<file path="config.mk">
export PLATFORM = sky130hd
export DESIGN_NAME = dram_cmd_tracker
export DESIGN_NICKNAME = d
export VERILOG_FILES = /design/src/rtl/dram_cmd_pkg.sv /design/src/rtl/dram_cmd_decode.sv /design/src/rtl/dram_bank_fsm.sv /design/src/rtl/dram_cmd_tracker.sv
export SDC_FILE = /design/constraint.sdc
export NUM_CORES = 1
export LEC_CHECK = 0
export BUFFER_PORTS_ARGS = -buffer_cell sky130_fd_sc_hd__buf_2
export CORE_MARGIN = 3
export CORE_UTILIZATION = 35
export DETAILED_ROUTE_END_ITERATION = 6
export SLEW_MARGIN = 10
export SYNTH_ARGS = -nofsm -noshare
export SYNTH_HDL_FRONTEND = slang
export SYNTH_SLANG_ARGS = --single-unit
</file>
<file path="constraint.sdc">
create_clock -name clk_i -period 6.1 [get_ports clk_i]
set_input_delay 0.61 -clock clk_i [delete_from_list [all_inputs] [get_ports clk_i]]
set_output_delay 0.61 -clock clk_i [all_outputs]
set_load 0.1 [all_outputs]
</file>
<file path="src/rtl/dram_cmd_pkg.sv">
package dram_cmd_pkg;

  typedef enum logic [3:0] {
    CMD_DESEL = 4'd0,
    CMD_NOP   = 4'd1,
    CMD_ACT   = 4'd2,
    CMD_RD    = 4'd3,
    CMD_WR    = 4'd4,
    CMD_PRE   = 4'd5,
    CMD_PREA  = 4'd6,
    CMD_REF   = 4'd7,
    CMD_MRS   = 4'd8,
    CMD_EMRS  = 4'd9,
    CMD_BST   = 4'd10,
    CMD_CKEL  = 4'd11
  } cmd_e;

  typedef enum logic [2:0] {
    BK_IDLE   = 3'd0,
    BK_OPENING = 3'd1,
    BK_ACTIVE = 3'd2,
    BK_READ   = 3'd3,
    BK_WRITE  = 3'd4,
    BK_CLOSING = 3'd5
  } bank_st_e;

  localparam int unsigned BANK_ST_W = 3;

endpackage

</file>
<file path="src/rtl/dram_cmd_decode.sv">
module dram_cmd_decode
  import dram_cmd_pkg::*;
(
  input  logic cke_i,
  input  logic cs_ni,
  input  logic ras_ni,
  input  logic cas_ni,
  input  logic we_ni,
  input  logic ba0_i,
  input  logic a10_i,
  output cmd_e cmd_o
);

  always_comb begin
    if (!cke_i) begin
      cmd_o = CMD_CKEL;
    end else if (cs_ni) begin
      cmd_o = CMD_DESEL;
    end else begin
      case ({ras_ni, cas_ni, we_ni})
        3'b111:  cmd_o = CMD_NOP;
        3'b011:  cmd_o = CMD_ACT;
        3'b101:  cmd_o = CMD_RD;
        3'b100:  cmd_o = CMD_WR;
        3'b010:  cmd_o = a10_i ? CMD_PREA : CMD_PRE;
        3'b001:  cmd_o = CMD_REF;
        3'b000:  cmd_o = ba0_i ? CMD_EMRS : CMD_MRS;
        default: cmd_o = CMD_BST;
      endcase
    end
  end

endmodule

</file>
<file path="src/rtl/dram_bank_fsm.sv">
module dram_bank_fsm
  import dram_cmd_pkg::*;
#(
  parameter int unsigned T_RCD   = 2,
  parameter int unsigned T_RP    = 2,
  parameter int unsigned T_BURST = 2
) (
  input  logic     clk_i,
  input  logic     rst_ni,
  input  logic     act_i,
  input  logic     rd_i,
  input  logic     wr_i,
  input  logic     ap_i,
  input  logic     pre_i,
  input  logic     cut_i,
  output bank_st_e state_o,
  output logic     ap_o
);

  localparam int unsigned T_MAX1 = (T_RCD > T_RP) ? T_RCD : T_RP;
  localparam int unsigned T_MAX  = (T_MAX1 > T_BURST) ? T_MAX1 : T_BURST;
  localparam int unsigned CNT_W  = (T_MAX > 1) ? $clog2(T_MAX) : 1;
  localparam logic [CNT_W-1:0] LD_RCD = CNT_W'(T_RCD - 1);
  localparam logic [CNT_W-1:0] LD_RP  = CNT_W'(T_RP - 1);
  localparam logic [CNT_W-1:0] LD_BST = CNT_W'(T_BURST - 1);

  bank_st_e         st_q;
  logic [CNT_W-1:0] cnt_q;
  logic             ap_q;
  logic             bursting;

  assign bursting = (st_q == BK_READ) || (st_q == BK_WRITE);

  always_ff @(posedge clk_i or negedge rst_ni) begin
    if (!rst_ni) begin
      st_q  <= BK_IDLE;
      cnt_q <= '0;
      ap_q  <= 1'b0;
    end else if (pre_i && st_q != BK_IDLE && st_q != BK_CLOSING) begin
      st_q  <= BK_CLOSING;
      cnt_q <= LD_RP;
      ap_q  <= 1'b0;
    end else if (act_i) begin
      st_q  <= BK_OPENING;
      cnt_q <= LD_RCD;
    end else if (rd_i || wr_i) begin
      st_q  <= rd_i ? BK_READ : BK_WRITE;
      cnt_q <= LD_BST;
      ap_q  <= ap_i;
    end else if (cut_i && bursting) begin
      st_q  <= ap_q ? BK_CLOSING : BK_ACTIVE;
      cnt_q <= LD_RP;
      ap_q  <= 1'b0;
    end else if (st_q != BK_IDLE && st_q != BK_ACTIVE) begin
      if (cnt_q != '0) begin
        cnt_q <= cnt_q - 1'b1;
      end else begin
        case (st_q)
          BK_OPENING: st_q <= BK_ACTIVE;
          BK_CLOSING: st_q <= BK_IDLE;
          default: begin
            st_q  <= ap_q ? BK_CLOSING : BK_ACTIVE;
            cnt_q <= LD_RP;
            ap_q  <= 1'b0;
          end
        endcase
      end
    end
  end

  assign state_o = st_q;
  assign ap_o    = ap_q;

endmodule

</file>
<file path="src/rtl/dram_cmd_tracker.sv">
module dram_cmd_tracker
  import dram_cmd_pkg::*;
#(
  parameter int unsigned NUM_BANKS = 4,
  parameter int unsigned T_RCD     = 2,
  parameter int unsigned T_RP      = 2,
  parameter int unsigned T_BURST   = 2,
  localparam int unsigned BA_W     = $clog2(NUM_BANKS),
  localparam int unsigned ST_W     = NUM_BANKS * BANK_ST_W
) (
  input  logic            clk_i,
  input  logic            rst_ni,
  input  logic            cke_i,
  input  logic            cs_ni,
  input  logic            ras_ni,
  input  logic            cas_ni,
  input  logic            we_ni,
  input  logic [BA_W-1:0] ba_i,
  input  logic            a10_i,
  output logic [3:0]      cmd_o,
  output logic            illegal_o,
  output logic            pwrdn_o,
  output logic [ST_W-1:0] bank_st_o
);

  cmd_e     cmd_d;
  bank_st_e st   [NUM_BANKS];
  logic     ap   [NUM_BANKS];
  logic     all_idle, any_rd, any_wr, legal, cke_q;
  logic     open_sel;

  dram_cmd_decode u_dec (
    .cke_i  (cke_i),
    .cs_ni  (cs_ni),
    .ras_ni (ras_ni),
    .cas_ni (cas_ni),
    .we_ni  (we_ni),
    .ba0_i  (ba_i[0]),
    .a10_i  (a10_i),
    .cmd_o  (cmd_d)
  );

  always_comb begin
    all_idle = 1'b1;
    any_rd   = 1'b0;
    any_wr   = 1'b0;
    for (int b = 0; b < NUM_BANKS; b++) begin
      all_idle = all_idle & (st[b] == BK_IDLE);
      any_rd   = any_rd | (st[b] == BK_READ);
      any_wr   = any_wr | (st[b] == BK_WRITE);
    end
  end

  assign open_sel = (st[ba_i] == BK_ACTIVE || st[ba_i] == BK_READ ||
                     st[ba_i] == BK_WRITE) && !ap[ba_i];

  always_comb begin
    case (cmd_d)
      CMD_ACT:            legal = (st[ba_i] == BK_IDLE);
      CMD_RD, CMD_WR:     legal = open_sel;
      CMD_MRS, CMD_EMRS:  legal = all_idle && cke_q;
      CMD_REF:            legal = all_idle;
      CMD_BST:            legal = any_rd && !any_wr;
      default:            legal = 1'b1;
    endcase
  end

  for (genvar b = 0; b < NUM_BANKS; b++) begin : g_bank
    logic hit, acc;
    assign hit = (ba_i == BA_W'(b));
    assign acc = legal && (cmd_d == CMD_RD || cmd_d == CMD_WR);

    dram_bank_fsm #(
      .T_RCD   (T_RCD),
      .T_RP    (T_RP),
      .T_BURST (T_BURST)
    ) u_bank (
      .clk_i   (clk_i),
      .rst_ni  (rst_ni),
      .act_i   (legal && cmd_d == CMD_ACT && hit),
      .rd_i    (legal && cmd_d == CMD_RD && hit),
      .wr_i    (legal && cmd_d == CMD_WR && hit),
      .ap_i    (a10_i),
      .pre_i   ((cmd_d == CMD_PRE && hit) || cmd_d == CMD_PREA),
      .cut_i   ((acc && !hit) || (legal && cmd_d == CMD_BST)),
      .state_o (st[b]),
      .ap_o    (ap[b])
    );

    assign bank_st_o[b*BANK_ST_W +: BANK_ST_W] = st[b];
  end

  always_ff @(posedge clk_i or negedge rst_ni) begin
    if (!rst_ni) begin
      cmd_o     <= CMD_DESEL;
      illegal_o <= 1'b0;
      pwrdn_o   <= 1'b0;
      cke_q     <= 1'b0;
    end else begin
      cmd_o     <= cmd_d;
      illegal_o <= !legal;
      cke_q     <= cke_i;
      if (pwrdn_o) begin
        if (cke_i) pwrdn_o <= 1'b0;
      end else if (!cke_i && all_idle) begin
        pwrdn_o <= 1'b1;
      end
    end
  end

endmodule

</file>
==> impl_metrics.py <==
metrics = {
    "place": {
        "place.port_buffers": 27,
        "dp_hpwl_mm": 4.842,
        "gp_congestion": 0.8810,
        "placed_cells": 354,
    },
    "timing": {
        "timing.final.setup_violations": 0,
        "max_slew_vio_count": 0,
        "fin_setup_tns_ns": 0,
        "final.period_utilization_pct": 44.76,
        "finalHoldViolCount": 0,
        "timing.fmax_mhz": 366.3,
        "skew_ns": 0.003184,
        "unrepaired_setup_endpoints_after_global_routing": "no",
        "min_period_ns": 2.730,
        "max_slew.worst_pin.slew_ns": 0.6881,
        "timing.max_slew.rel_slack_pct": 52.94,
    },
    "critical_path": {
        "crit_path_start_kind": "input port",
        "endpoint_kind": "register",
        "timing.critical_path.required_ns": 6.28,
        "r2r_cells": 7,
        "worstPathCellList": "buf_2, mux4_2, or3b_4, a21oi_4, a21oi_1, o22ai_4, a31oi_1, a41o_1",
        "worstPathArrival_ns": 2.91,
        "critPathSlowestCell": "sky130_fd_sc_hd__mux4_2",
        "cp_max_fo": 15,
        "r2r_setup_slack_ns": 3.45,
        "timing.critical_path.from": "ba_i[0]",
        "setup.worst_path.end": "g_bank[0].u_bank.ap_o$_DFFE_PN0P_",
        "type_of_the_setup_path_with_the_least_slack": "input port to register",
        "regToRegStartpoint": "g_bank[3].u_bank.state_o[1]$_DFFE_PN0P_",
        "regToRegEndpoint": "g_bank[0].u_bank.ap_o$_DFFE_PN0P_",
        "critPathMaxStageDelay_ns": 0.59,
    },
    "yosys": {
        "synth.ff_latch_count": 27,
        "post_synth_main_area_contributors": "sky130_fd_sc_hd__dfrtp_1 (30%), sky130_fd_sc_hd__nand2_1 (4.9%), sky130_fd_sc_hd__mux4_2 (3.9%)",
        "synthDominantCellAreaShare_pct": 29.51,
        "synth_warnings": 0,
        "netlist_area_um2": 2290,
        "synth_nets": 281,
        "post_synth_inst_count": 271,
        "synth_edf_count": 0,
        "synthesis.area_per_instance_um2": 8.449,
        "post_synth_top_area_cell": "sky130_fd_sc_hd__dfrtp_1",
        "yosysSeqAreaShare_pct": 29.51,
        "synthDistinctLibCells": 63,
        "postSynth.asyncResetShare_pct": 100.0,
        "ys_dominant_reg_cell": "sky130_fd_sc_hd__dfrtp_1",
    },
    "detailed_routing": {
        "vias": 2227,
        "routed_wirelength_mm": 6.686,
        "wl_per_cell_um": 18.68,
        "route.detailed.drc": 0,
        "ant_nets": 0,
        "detail_route.vias_per_cell": 6.221,
        "first_iter_violations": 149,
        "detailedRoute.firstPassIterationCount": 4,
    },
    "floorplan": {
        "die_area_um2": 7548,
        "floorplan.rows": 28,
        "fp.coreArea_um2": 6131,
        "fp.dieH_um": 86.88,
        "initial_utilization_pct": 37.35,
        "die_w_um": 86.88,
        "top_level_pins": 28,
    },
    "finish": {
        "diodes": 0,
        "postLayoutCoreUtil_pct": 40.45,
        "fill_cells": 606,
        "num-nets-final": 294,
        "drive_gt1_share_pct": 18.73,
        "finish.cell_count_without_fillers": 358,
        "syn2layout_area_growth_pct": 8.306,
    },
    "power_and_ir_drop": {
        "sw_frac_of_total_pct": 59.01,
        "pwr-share-clk_pct": 8.9,
        "peakVddDrop_uv": 307.6,
        "cell_internal_pwr_uw": 491.3,
        "seq_power_share_pct": 32.3,
        "powerDensity_nw_per_um2": 483.3,
        "switchingPower_uw": 707.2,
        "leakagePower_nw": 1.064,
        "part_of_the_total_power_dissipated_in_combinational_logic_pct": 58.8,
    },
    "job": {
        "max_cap_viol_count": 0,
    },
    "clock_tree": {
        "ctsHoldBuffers": 0,
        "worst_skew_pair.late_latency_ns": 0.28,
        "clock_tree_from_tritoncts": "yes",
        "cts_post_setup_buffers_inserted": 0,
        "cts_buffers": 3,
        "clock_transition_at_the_register_clock_pins_on_the_worst_setup_and_hold_paths_after_cts_ns": 0.10,
        "cts.htree.levels": 1,
        "cts-resized-gates": 0,
        "clock_tree.buffer_depth": 2,
        "root_buffer": "sky130_fd_sc_hd__clkbuf_8",
        "clkSinkCount": 27,
    },
    "global_route": {
        "grt-ovfl-total": 0,
        "gr-usage-all-layers_pct": 18.43,
        "number_of_antenna_violations_at_the_first_check_in_global_routing": 0,
        "grt_pass1_wl_mm": 10.97,
        "via_count_of_the_first_global_routing_pass": 2111,
        "grt_max_degree": 28,
    },
    "min_path": {
        "hold_path_class": "input port to asynchronous set/reset pin",
    },
    "outcome": {
        "status": "completed",
    },
}
[cell type report]
type | count | area, µm² | area share [%]
Timing Repair Buffer | 27 | 135.1 | 5.449
Inverter | 8 | 30.03 | 1.211
Clock buffer | 4 | 45.04 | 1.816
Multi-Input combinational cell | 217 | 1500 | 60.49
Tap cell | 75 | 93.84 | 3.784
Sequential cell | 27 | 675.6 | 27.25
[how the worst min path moves through the flow]
stage,to,slack (ns),cells past startpoint
3_5_place_dp,pwrdn_o$_DFF_PN0_,0.48,2
5_1_grt,pwrdn_o$_DFF_PN0_,0.39,1
3_3_place_gp,pwrdn_o$_DFF_PN0_,0.48,2
4_1_cts,pwrdn_o$_DFF_PN0_,0.38,1
2_1_floorplan,cke_q$_DFF_PN0_,0.31,0
6_report,pwrdn_o$_DFF_PN0_,0.35,1
[cells in the mapped netlist (2+ instances only)]
master and n:
sky130_fd_sc_hd__nand2_1 30, sky130_fd_sc_hd__dfrtp_1 27, sky130_fd_sc_hd__nor2_1 18, sky130_fd_sc_hd__a21oi_1 13, sky130_fd_sc_hd__clkbuf_1 12, sky130_fd_sc_hd__nand3_1 11
sky130_fd_sc_hd__a31oi_1 9, sky130_fd_sc_hd__inv_1 8, sky130_fd_sc_hd__nor3_1 8, sky130_fd_sc_hd__o211ai_1 8, sky130_fd_sc_hd__nand2b_1 7, sky130_fd_sc_hd__nor3b_1 7
sky130_fd_sc_hd__o21ai_0 7, sky130_fd_sc_hd__mux2i_1 5, sky130_fd_sc_hd__nor2b_1 5, sky130_fd_sc_hd__nor4_1 5, sky130_fd_sc_hd__xor2_1 5, sky130_fd_sc_hd__and3b_1 4
sky130_fd_sc_hd__buf_2 4, sky130_fd_sc_hd__mux4_2 4, sky130_fd_sc_hd__o21ai_1 4, sky130_fd_sc_hd__o31ai_1 4, sky130_fd_sc_hd__a211o_1 3, sky130_fd_sc_hd__a21boi_0 3
sky130_fd_sc_hd__a41o_1 3, sky130_fd_sc_hd__and2_1 3, sky130_fd_sc_hd__nand3b_1 3, sky130_fd_sc_hd__o22ai_1 3, sky130_fd_sc_hd__o22ai_2 3, sky130_fd_sc_hd__or2_2 3
sky130_fd_sc_hd__a2111o_1 2, sky130_fd_sc_hd__a211oi_2 2, sky130_fd_sc_hd__a21oi_4 2, sky130_fd_sc_hd__a311o_1 2, sky130_fd_sc_hd__buf_1 2, sky130_fd_sc_hd__nand4_1 2
sky130_fd_sc_hd__nand4b_1 2, sky130_fd_sc_hd__o21a_1 2, sky130_fd_sc_hd__or2_1 2
[cell families after synthesis]
| group | synth area share [%] |
|---|---|
| and+or+nand+nor | 29.18 |
| muxes | 6.612 |
| AOI/OAI and AO/OA | 27.81 |
| DFF | 29.51 |
| xor gates and xnor gates | 1.912 |
| buffers and inverters | 4.973 |
[power by group through the flow]
| stage | Sequential, mW | Combinational, mW | Clock (mW) |
|---|---|---|---|
| final | 0.387 | 0.705 | 0.107 |
| after global routing | 0.397 | 0.755 | 0.117 |
| after CTS | 0.381 | 0.706 | 0.111 |
| after detailed placement | 0.385 | 0.702 | 0 |
| after global placement | 0.384 | 0.697 | 0 |
| after floorplan | 0.550 | 0.404 | 0 |
[state kept, by name, summed over array words and instances (netlist names)]
name / cells
g_bank.u_bank.cnt_q: 4
illegal_o: 1
cmd_o: 4
pwrdn_o: 1
g_bank.u_bank.state_o: 12
cke_q: 1
g_bank.u_bank.ap_o: 4
[routing by layer]
metal  track usage, %  share of wire (%)
met1            25.68                 45
met2            29.19                 46
met3            2.271                7.3
met4            6.799                2.3
met5                0                  0
[layout by cell type (no fill, tap or decap), drive strengths merged, types with 5 or more instances in the layout]
| cell type | count |
|---|---|
| dfrtp | 27 |
| xor2 | 5 |
| o22ai | 7 |
| nand3 | 11 |
| nor2 | 18 |
| buf | 27 |
| o211ai | 8 |
| a31oi | 9 |
| inv | 8 |
| nand2b | 8 |
| nor3b | 7 |
| a21oi | 16 |
| nand2 | 30 |
| nor3 | 9 |
| mux2i | 5 |
| or2 | 5 |
| nor4 | 5 |
| o21ai | 11 |
| nor2b | 5 |
[critical path, delay by kind of cell]
family,cells,cell delay [ns]
AOI/OAI and AO/OA,5,0.97
buffers and inverters,1,0.27
and+or+nand+nor,1,0.46
muxes,1,0.59
[through the flow]
| stage | hold WS (ns) | setup WS (ns) | area [µm²] | power [mW] |
|---|---|---|---|---|
| floorplan | 0.3144 | 3.198 | 2290 | 0.9540 |
| finish | 0.3451 | 3.370 | 2480 | 1.198 |
| global route | 0.3892 | 3.219 | 2480 | 1.270 |
| detailed placement | 0.4821 | 3.109 | 2435 | 1.087 |
| global placement | 0.4763 | 3.105 | 2435 | 1.081 |
| CTS | 0.3761 | 3.402 | 2480 | 1.199 |
Power figures use the tool's default switching activity.
